### src/rtl/bcd_tod_pkg.sv
package bcd_tod_pkg;
  localparam int unsigned REG_W     = 8;
  localparam int unsigned NIB_W     = REG_W / 2;
  localparam int unsigned NUM_LANES = 3;
  localparam int unsigned SEL_W     = 2;
  localparam int unsigned MODE_BIT  = 6;
  localparam int unsigned PM_BIT    = 5;
  localparam int unsigned HALT_BIT  = 7;

  typedef enum logic [SEL_W-1:0] {
    SEL_HUND = 2'd0,
    SEL_SEC  = 2'd1,
    SEL_MIN  = 2'd2,
    SEL_HOUR = 2'd3
  } reg_sel_e;

  // per-nibble BCD step; high nibble wraps modulo 16
  function automatic logic [REG_W-1:0] bcd_step(input logic [REG_W-1:0] v);
    logic [NIB_W-1:0] lo, hi;
    lo = v[NIB_W-1:0];
    hi = v[REG_W-1:NIB_W];
    if (lo >= NIB_W'(9)) bcd_step = {hi + NIB_W'(1), NIB_W'(0)};
    else                 bcd_step = {hi, lo + NIB_W'(1)};
  endfunction

  function automatic logic [REG_W-1:0] lane_max(input int unsigned idx);
    lane_max = (idx == 0) ? 8'h99 : 8'h59;
  endfunction

  function automatic logic [REG_W-1:0] lane_cnt_mask(input int unsigned idx);
    lane_cnt_mask = (idx == 0) ? 8'hFF : 8'h7F;
  endfunction

  function automatic logic [REG_W-1:0] lane_wr_mask(input int unsigned idx);
    lane_wr_mask = (idx == 2) ? 8'h7F : 8'hFF;
  endfunction

  localparam logic [REG_W-1:0] HOUR_WR_MASK = 8'h7F;
  localparam logic [REG_W-1:0] H24_LAST     = 8'h23;
  localparam logic [REG_W-1:0] H24_FIRST    = 8'h00;
  localparam logic [REG_W-1:0] H12_AM_TWELVE = 8'h52;
  localparam logic [REG_W-1:0] H12_AM_ONE    = 8'h41;
  localparam logic [REG_W-1:0] H12_AM_LAST   = 8'h51;
  localparam logic [REG_W-1:0] H12_PM_TWELVE = 8'h72;
  localparam logic [REG_W-1:0] H12_PM_ONE    = 8'h61;
  localparam logic [REG_W-1:0] H12_PM_LAST   = 8'h71;
endpackage

### src/rtl/bcd_lane_ctr.sv
module bcd_lane_ctr
  import bcd_tod_pkg::*;
#(
  parameter logic [REG_W-1:0] MAX_VAL  = 8'h99,
  parameter logic [REG_W-1:0] CNT_MASK = 8'hFF,
  parameter logic [REG_W-1:0] WR_MASK  = 8'hFF
) (
  input  logic             clk_i,
  input  logic             rst_ni,
  input  logic             inc_i,
  input  logic             wr_en_i,
  input  logic [REG_W-1:0] wr_data_i,
  output logic [REG_W-1:0] val_o,
  output logic             carry_o
);
  logic [REG_W-1:0] val_q, val_d;
  logic             at_max, advance;

  assign at_max  = ((val_q & CNT_MASK) == MAX_VAL);
  assign advance = inc_i & ~wr_en_i;
  assign carry_o = advance & at_max;
  assign val_o   = val_q;

  always_comb begin
    val_d = val_q;
    if (wr_en_i) begin
      val_d = wr_data_i & WR_MASK;
    end else if (inc_i) begin
      val_d = (val_q & ~CNT_MASK) |
              (at_max ? '0 : (bcd_step(val_q) & CNT_MASK));
    end
  end

  always_ff @(posedge clk_i or negedge rst_ni) begin
    if (!rst_ni) val_q <= '0;
    else         val_q <= val_d;
  end

  AST_LANE_WRITE: assert property (@(posedge clk_i) disable iff (!rst_ni)
    wr_en_i |=> val_q == $past(wr_data_i & WR_MASK));

  AST_LANE_WRAP: assert property (@(posedge clk_i) disable iff (!rst_ni)
    (inc_i && !wr_en_i && (val_q & CNT_MASK) == MAX_VAL) |=> (val_q & CNT_MASK) == '0);

  AST_LANE_HOLD: assert property (@(posedge clk_i) disable iff (!rst_ni)
    (!inc_i && !wr_en_i) |=> $stable(val_q));
endmodule

### src/rtl/bcd_hour_ctr.sv
module bcd_hour_ctr
  import bcd_tod_pkg::*;
#(
  parameter logic [REG_W-1:0] WR_MASK = HOUR_WR_MASK
) (
  input  logic             clk_i,
  input  logic             rst_ni,
  input  logic             inc_i,
  input  logic             wr_en_i,
  input  logic [REG_W-1:0] wr_data_i,
  output logic [REG_W-1:0] val_o,
  output logic             roll_o
);
  logic [REG_W-1:0] val_q, val_d, step_val;
  logic             day_match, mode_12h, advance;

  assign mode_12h = val_q[MODE_BIT];
  assign advance  = inc_i & ~wr_en_i;
  assign roll_o   = advance & day_match;
  assign val_o    = val_q;

  always_comb begin
    day_match = 1'b0;
    step_val  = bcd_step(val_q) & WR_MASK;
    if (mode_12h) begin
      unique case (val_q)
        H12_AM_TWELVE: step_val = H12_AM_ONE;
        H12_PM_TWELVE: step_val = H12_PM_ONE;
        H12_AM_LAST:   step_val = H12_PM_TWELVE;
        H12_PM_LAST: begin
          step_val  = H12_AM_TWELVE;
          day_match = 1'b1;
        end
        default: ;
      endcase
    end else if (val_q == H24_LAST) begin
      step_val  = H24_FIRST;
      day_match = 1'b1;
    end
  end

  always_comb begin
    val_d = val_q;
    if (wr_en_i)    val_d = wr_data_i & WR_MASK;
    else if (inc_i) val_d = step_val;
  end

  always_ff @(posedge clk_i or negedge rst_ni) begin
    if (!rst_ni) val_q <= '0;
    else         val_q <= val_d;
  end

  AST_HR_24_WRAP: assert property (@(posedge clk_i) disable iff (!rst_ni)
    (inc_i && !wr_en_i && val_q == H24_LAST) |=> val_q == H24_FIRST);

  AST_HR_AM_TO_PM: assert property (@(posedge clk_i) disable iff (!rst_ni)
    (inc_i && !wr_en_i && val_q == H12_AM_LAST) |=> (val_q == H12_PM_TWELVE && val_q[PM_BIT]));

  AST_HR_PM_TO_AM: assert property (@(posedge clk_i) disable iff (!rst_ni)
    (inc_i && !wr_en_i && val_q == H12_PM_LAST) |=> (val_q == H12_AM_TWELVE && !val_q[PM_BIT]));

  AST_HR_WRITE: assert property (@(posedge clk_i) disable iff (!rst_ni)
    wr_en_i |=> val_q == $past(wr_data_i & WR_MASK));
endmodule

### src/rtl/bcd_tod_chain.sv
module bcd_tod_chain
  import bcd_tod_pkg::*;
(
  input  logic             clk_i,
  input  logic             rst_ni,
  input  logic             tick_i,
  input  logic             wr_en_i,
  input  logic [SEL_W-1:0] wr_sel_i,
  input  logic [REG_W-1:0] wr_data_i,
  input  logic [SEL_W-1:0] rd_sel_i,
  output logic [REG_W-1:0] rd_data_o,
  output logic             day_carry_o
);
  logic [REG_W-1:0] lane_val [NUM_LANES];
  logic [NUM_LANES:0] inc;
  logic [NUM_LANES-1:0] lane_wr;
  logic [REG_W-1:0] hour_val;
  logic             hour_wr, hour_roll, halt, day_q;

  assign halt   = lane_val[SEL_SEC][HALT_BIT];
  assign inc[0] = tick_i & ~halt;

  for (genvar i = 0; i < NUM_LANES; i++) begin : g_lane
    assign lane_wr[i] = wr_en_i && (wr_sel_i == SEL_W'(i));
    bcd_lane_ctr #(
      .MAX_VAL (lane_max(i)),
      .CNT_MASK(lane_cnt_mask(i)),
      .WR_MASK (lane_wr_mask(i))
    ) u_lane (
      .clk_i    (clk_i),
      .rst_ni   (rst_ni),
      .inc_i    (inc[i]),
      .wr_en_i  (lane_wr[i]),
      .wr_data_i(wr_data_i),
      .val_o    (lane_val[i]),
      .carry_o  (inc[i+1])
    );
  end

  assign hour_wr = wr_en_i && (wr_sel_i == SEL_HOUR);

  bcd_hour_ctr u_hour (
    .clk_i    (clk_i),
    .rst_ni   (rst_ni),
    .inc_i    (inc[NUM_LANES]),
    .wr_en_i  (hour_wr),
    .wr_data_i(wr_data_i),
    .val_o    (hour_val),
    .roll_o   (hour_roll)
  );

  always_ff @(posedge clk_i or negedge rst_ni) begin
    if (!rst_ni) day_q <= 1'b0;
    else         day_q <= hour_roll;
  end
  assign day_carry_o = day_q;

  always_comb begin
    unique case (reg_sel_e'(rd_sel_i))
      SEL_HUND: rd_data_o = lane_val[0];
      SEL_SEC:  rd_data_o = lane_val[1];
      SEL_MIN:  rd_data_o = lane_val[2];
      default:  rd_data_o = hour_val;
    endcase
  end

  AST_HALT_FREEZE: assert property (@(posedge clk_i) disable iff (!rst_ni)
    (halt && !wr_en_i) |=> ($stable(lane_val[0]) && $stable(hour_val) && !day_carry_o));

  AST_DAY_SINGLE: assert property (@(posedge clk_i) disable iff (!rst_ni)
    day_carry_o |=> !day_carry_o);

  AST_NO_CARRY_ON_WRITE: assert property (@(posedge clk_i) disable iff (!rst_ni)
    (wr_en_i && wr_sel_i == SEL_HUND) |=> $stable(lane_val[1]));
endmodule

### config.mk
export PLATFORM = sky130hd
export DESIGN_NAME = bcd_tod_chain
export DESIGN_NICKNAME = d
export VERILOG_FILES = /design/src/rtl/bcd_tod_pkg.sv /design/src/rtl/bcd_lane_ctr.sv /design/src/rtl/bcd_hour_ctr.sv /design/src/rtl/bcd_tod_chain.sv
export SDC_FILE = /design/constraint.sdc
export NUM_CORES = 1
export LEC_CHECK = 0
export ABC_AREA = 1
export BUFFER_PORTS_ARGS = -buffer_cell sky130_fd_sc_hd__buf_2
export CORE_ASPECT_RATIO = 1.1
export CORE_MARGIN = 5
export CORE_UTILIZATION = 60
export DETAILED_ROUTE_END_ITERATION = 10
export GPL_ROUTABILITY_DRIVEN = 0
export PLACE_DENSITY = 0.84
export SLEW_MARGIN = 30
export SYNTH_ARGS = -nofsm -noshare
export SYNTH_HDL_FRONTEND = slang
export SYNTH_HIERARCHICAL = 1
export SYNTH_SLANG_ARGS = --single-unit
### constraint.sdc
create_clock -name clk_i -period 6.36 [get_ports clk_i]
set_clock_uncertainty 0.05 [all_clocks]
set_input_delay 1.908 -clock clk_i [delete_from_list [all_inputs] [get_ports clk_i]]
set_output_delay 1.908 -clock clk_i [all_outputs]
set_load 0.005 [all_outputs]
==> parameters.txt <==
Parameter                              Value

Clock tree
  Hold_buf cts    0
  Insertion delay of the later-clocked pin in the worst-skew pair    ~0.28 ns
  Total clock buffers created by CTS    5
  CTS Buffer Depth    2
  Clock-pin slew reported for the worst setup and hold paths after clock tree synthesis    roughly 0.060 ns
  Number of H-tree levels    2
  TritonCTS clock tree    yes
  TritonCTS Sinks    31
  Number of gates given a new drive strength after cts    0
  Number of buffers added for setup after CTS    0
  Library cell used as clock root buffer    clkbuf_8

Timing
  Endpoints failing hold    0
  Max transition margin    51.41%
  Transition time at the pin with the least slew margin    approximately 0.73 ns
  Final Max Slew Viols    0
  Setup TNS    0 ns
  Setup repair after global routing missed its margin    no
  Post-layout minimum cycle time    4.662 ns
  Post-route fraction of the period consumed by the critical path    73.30%
  Highest clock frequency the design can meet    214.5 MHz
  Number of setup violations in the final report    0

Min path
  End point of the worst hold path    g_lane[1].u_lane/val_o[7]$_DFFE_PN0P_
  Hold path startpoint    g_lane[1].u_lane/val_o[7]$_DFFE_PN0P_
  Worst min-delay path category    reg2reg
  Worst hold path stage count    2

Placed design
  Quantity of I/O buffers inserted on ports    24
  Detailed-placement wirelength estimate    just over 5000 um
  Placed Instance Area    2904 um^2

Routing
  Via/cell ratio    a little under 6
  Number of vias after detailed routing    approximately 2.7k
  Remaining number of nets flagged by the antenna check after routing    0
  Detailed-router iteration count before antenna repair    5
  Starting DRT DRC Count    220
  Total wire length    between 6000 and 7000 um
  Detailed-route wire length per cell    ~15 um
  Post-detailed-route DRC marker count    0

Synthesis
  Number of flip-flops and latches in the synthesized netlist    31
  Fraction of post-synthesis cell area in the top cell type by area    27.59%
  Sequential area share after synthesis    27.59%
  Top cell type by total area after synthesis    dfrtp_1
  Cell types occupying the most area after synthesis    dfrtp_1, ha_1, nand2_1, nand3_1, inv_1
  Post-synthesis cell area    2811 um^2
  Number of instances in the synthesized netlist    between 300 and 400
  Mean cell area of the mapped netlist    between 7 and 8 um^2
  Synthesized net count    roughly 420
  Synth cell types    35
  Synthesis Warnings    6

Setup path
  Reg-to-Reg End    u_hour/val_o[3]$_DFFE_PN0P_
  Critical Path Start Type    input port
  R2R Path Start    g_lane[0].u_lane/val_o[1]$_DFFE_PN0P_
  Worst Setup End Kind    output pin
  Reg2reg path depth    13
  WP data arrival    between 2 and 3 ns
  Crit Path Category    in2out
  Required arrival time at the worst endpoint    roughly 4.4 ns
  Maximum net fanout on the critical path    18
  Setup slack of the worst register-to-register path    around 3.5 ns

Floorplan
  Std-Cell Rows    26
  Effective utilization at floorplan    approximately 61%
  Area of the die    between 6000 and 7000 um^2
  Count of pins on the block boundary    25
  Core area    ~4600 um^2
  Die Height    about 82 um
  Die extent in x    around 75 um

Cells and area
  Final #Nets    442
  Final cell utilization of the core    65.08%
  Share of post-route cells with drive strength above 1    18.32%
  Area grow syn2layout    6.186%
  Total inserted antenna cells    0
  Final Instance Area    around 3000 um^2

Run
  Max-cap viol count    0

Global route
  Antenna violations before repair    0
  Overall fraction of global-route tracks in use    roughly 24%
  Largest net degree at the start of global routing    32
  First-pass GRT wire length    11550 um
  Vias in the first global route    around 2.5k
  Residual overflow from global routing    0

Pwr
  IR Drop Worst-Case VDD    about 0.24 mV
  Cell leakage power    ~0.0015 uW
  Power density over the cells    approximately 320 nW/um^2

Outcome
  Result of the run    complete, no violations
cell families after synthesis:
logic type / count (synthesis) / synth area share (%)
simple gates: 210 / 37.78
buf+inv: 60 / 11.17
compound gates: 46 / 10.46
flops: 31 / 27.59
fa+ha+maj: 23 / 10.24
xor+xnor: 8 / 2.492
other cells: 2 / 0.2671
stage by stage:
stage	power, uW	cells	setup slack [ns]	hold WS (ns)
final	958.2	460	1.698	0.4898
after global routing	1051	460	1.612	0.5101
after CTS	958.8	460	1.704	0.4896
after detailed placement	805.1	452	1.709	0.4717
after global placement	790.0	452	1.735	0.4573
after floorplan	686.2	380	2.070	0.4148
cell type report:
type | count | area (um^2)
Clock buffer | 7 | 76.32
Clock inverter | 1 | 5.005
Fill cell | 421 | 1602
Inverter | 49 | 188.9
Multi-Input combinational cell | 289 | 1727
Sequential cell | 31 | 775.7
Tap cell | 56 | 70.07
Timing Repair Buffer | 27 | 142.6
placed cells by master (no fill, tap or decap), drive strengths merged:
cell | Yosys | layout
inv | 47 | 47
nor2 | 42 | 42
buf | 10 | 27
o211ai | 5 | 5
o21bai | 1 | 1
nand4 | 20 | 20
clkinv | 2 | 3
dfrtp | 31 | 31
nand3b | 3 | 3
xor2 | 6 | 6
xnor2 | 2 | 2
a22oi | 13 | 13
clkbuf | 1 | 7
nand2 | 81 | 81
nand3 | 55 | 55
o31ai | 3 | 3
o21ai | 6 | 6
nor3 | 9 | 9
conb | 2 | 2
a21boi | 2 | 2
ha | 23 | 23
a21oi | 16 | 16
worst max-delay path by stage:
| stage | to | startpoint | cells past startpoint |
|---|---|---|---|
| 4_1_cts | rd_data_o[7] | rd_sel_i[1] | 5 |
| 3_5_place_dp | rd_data_o[7] | rd_sel_i[1] | 5 |
| 2_1_floorplan | rd_data_o[6] | rd_sel_i[0] | 4 |
| 3_3_place_gp | rd_data_o[3] | rd_sel_i[0] | 5 |
| 6_report | rd_data_o[3] | rd_sel_i[0] | 5 |
| 5_1_grt | rd_data_o[2] | rd_sel_i[1] | 5 |
synth_stat cells:
cell type and instances:
nand2_1 69, nand3_1 51, inv_1 36, nor2_1 33, dfrtp_1 31, ha_1 23, nand4_1 19, a21oi_1 15
a22oi_1 13, inv_2 10, nor3_1 9, nand2_2 7, xor2_1 6, buf_4 5, nand2_4 5, nor2_2 5
o211ai_1 5, o21ai_1 5, nand3_2 4, nor2_4 4, buf_6 3, nand3b_1 3, o31ai_1 3, buf_12 2
clkinv_2 2, conb_1 2, xnor2_1 2, a21boi_0 1, a21boi_1 1, a21oi_2 1, clkbuf_8 1, inv_4 1
nand4_4 1, o21ai_0 1, o21bai_1 1
worst max-delay path: stages:
cell	delay, ns
buf_2	0.30
inv_2	0.13
nand3_1	0.10
nand4_1	0.11
buf_2	0.15
layer usage:
metal,GRT usage (%),vias up,wire [um]
li1,-,1320,-
met1,31.74,1238,2887
met2,40.77,114,3270
met3,3.917,21,529
met4,8.741,0,194
met5,0,-,0
where the power goes:
| group | switching [uW] | total, uW | internal, uW |
|---|---|---|---|
| logic | 243 | 419 | 176 |
| registers | 127 | 390 | 262 |
| clock network | 72.7 | 149 | 76.7 |
registers in the layout, summed over array words and instances (netlist names):
register and flops:
g_lane.u_lane/val_o 23, u_hour/val_o 7, day_carry_o 1
Note: power is estimated with default switching activity, not from simulation.
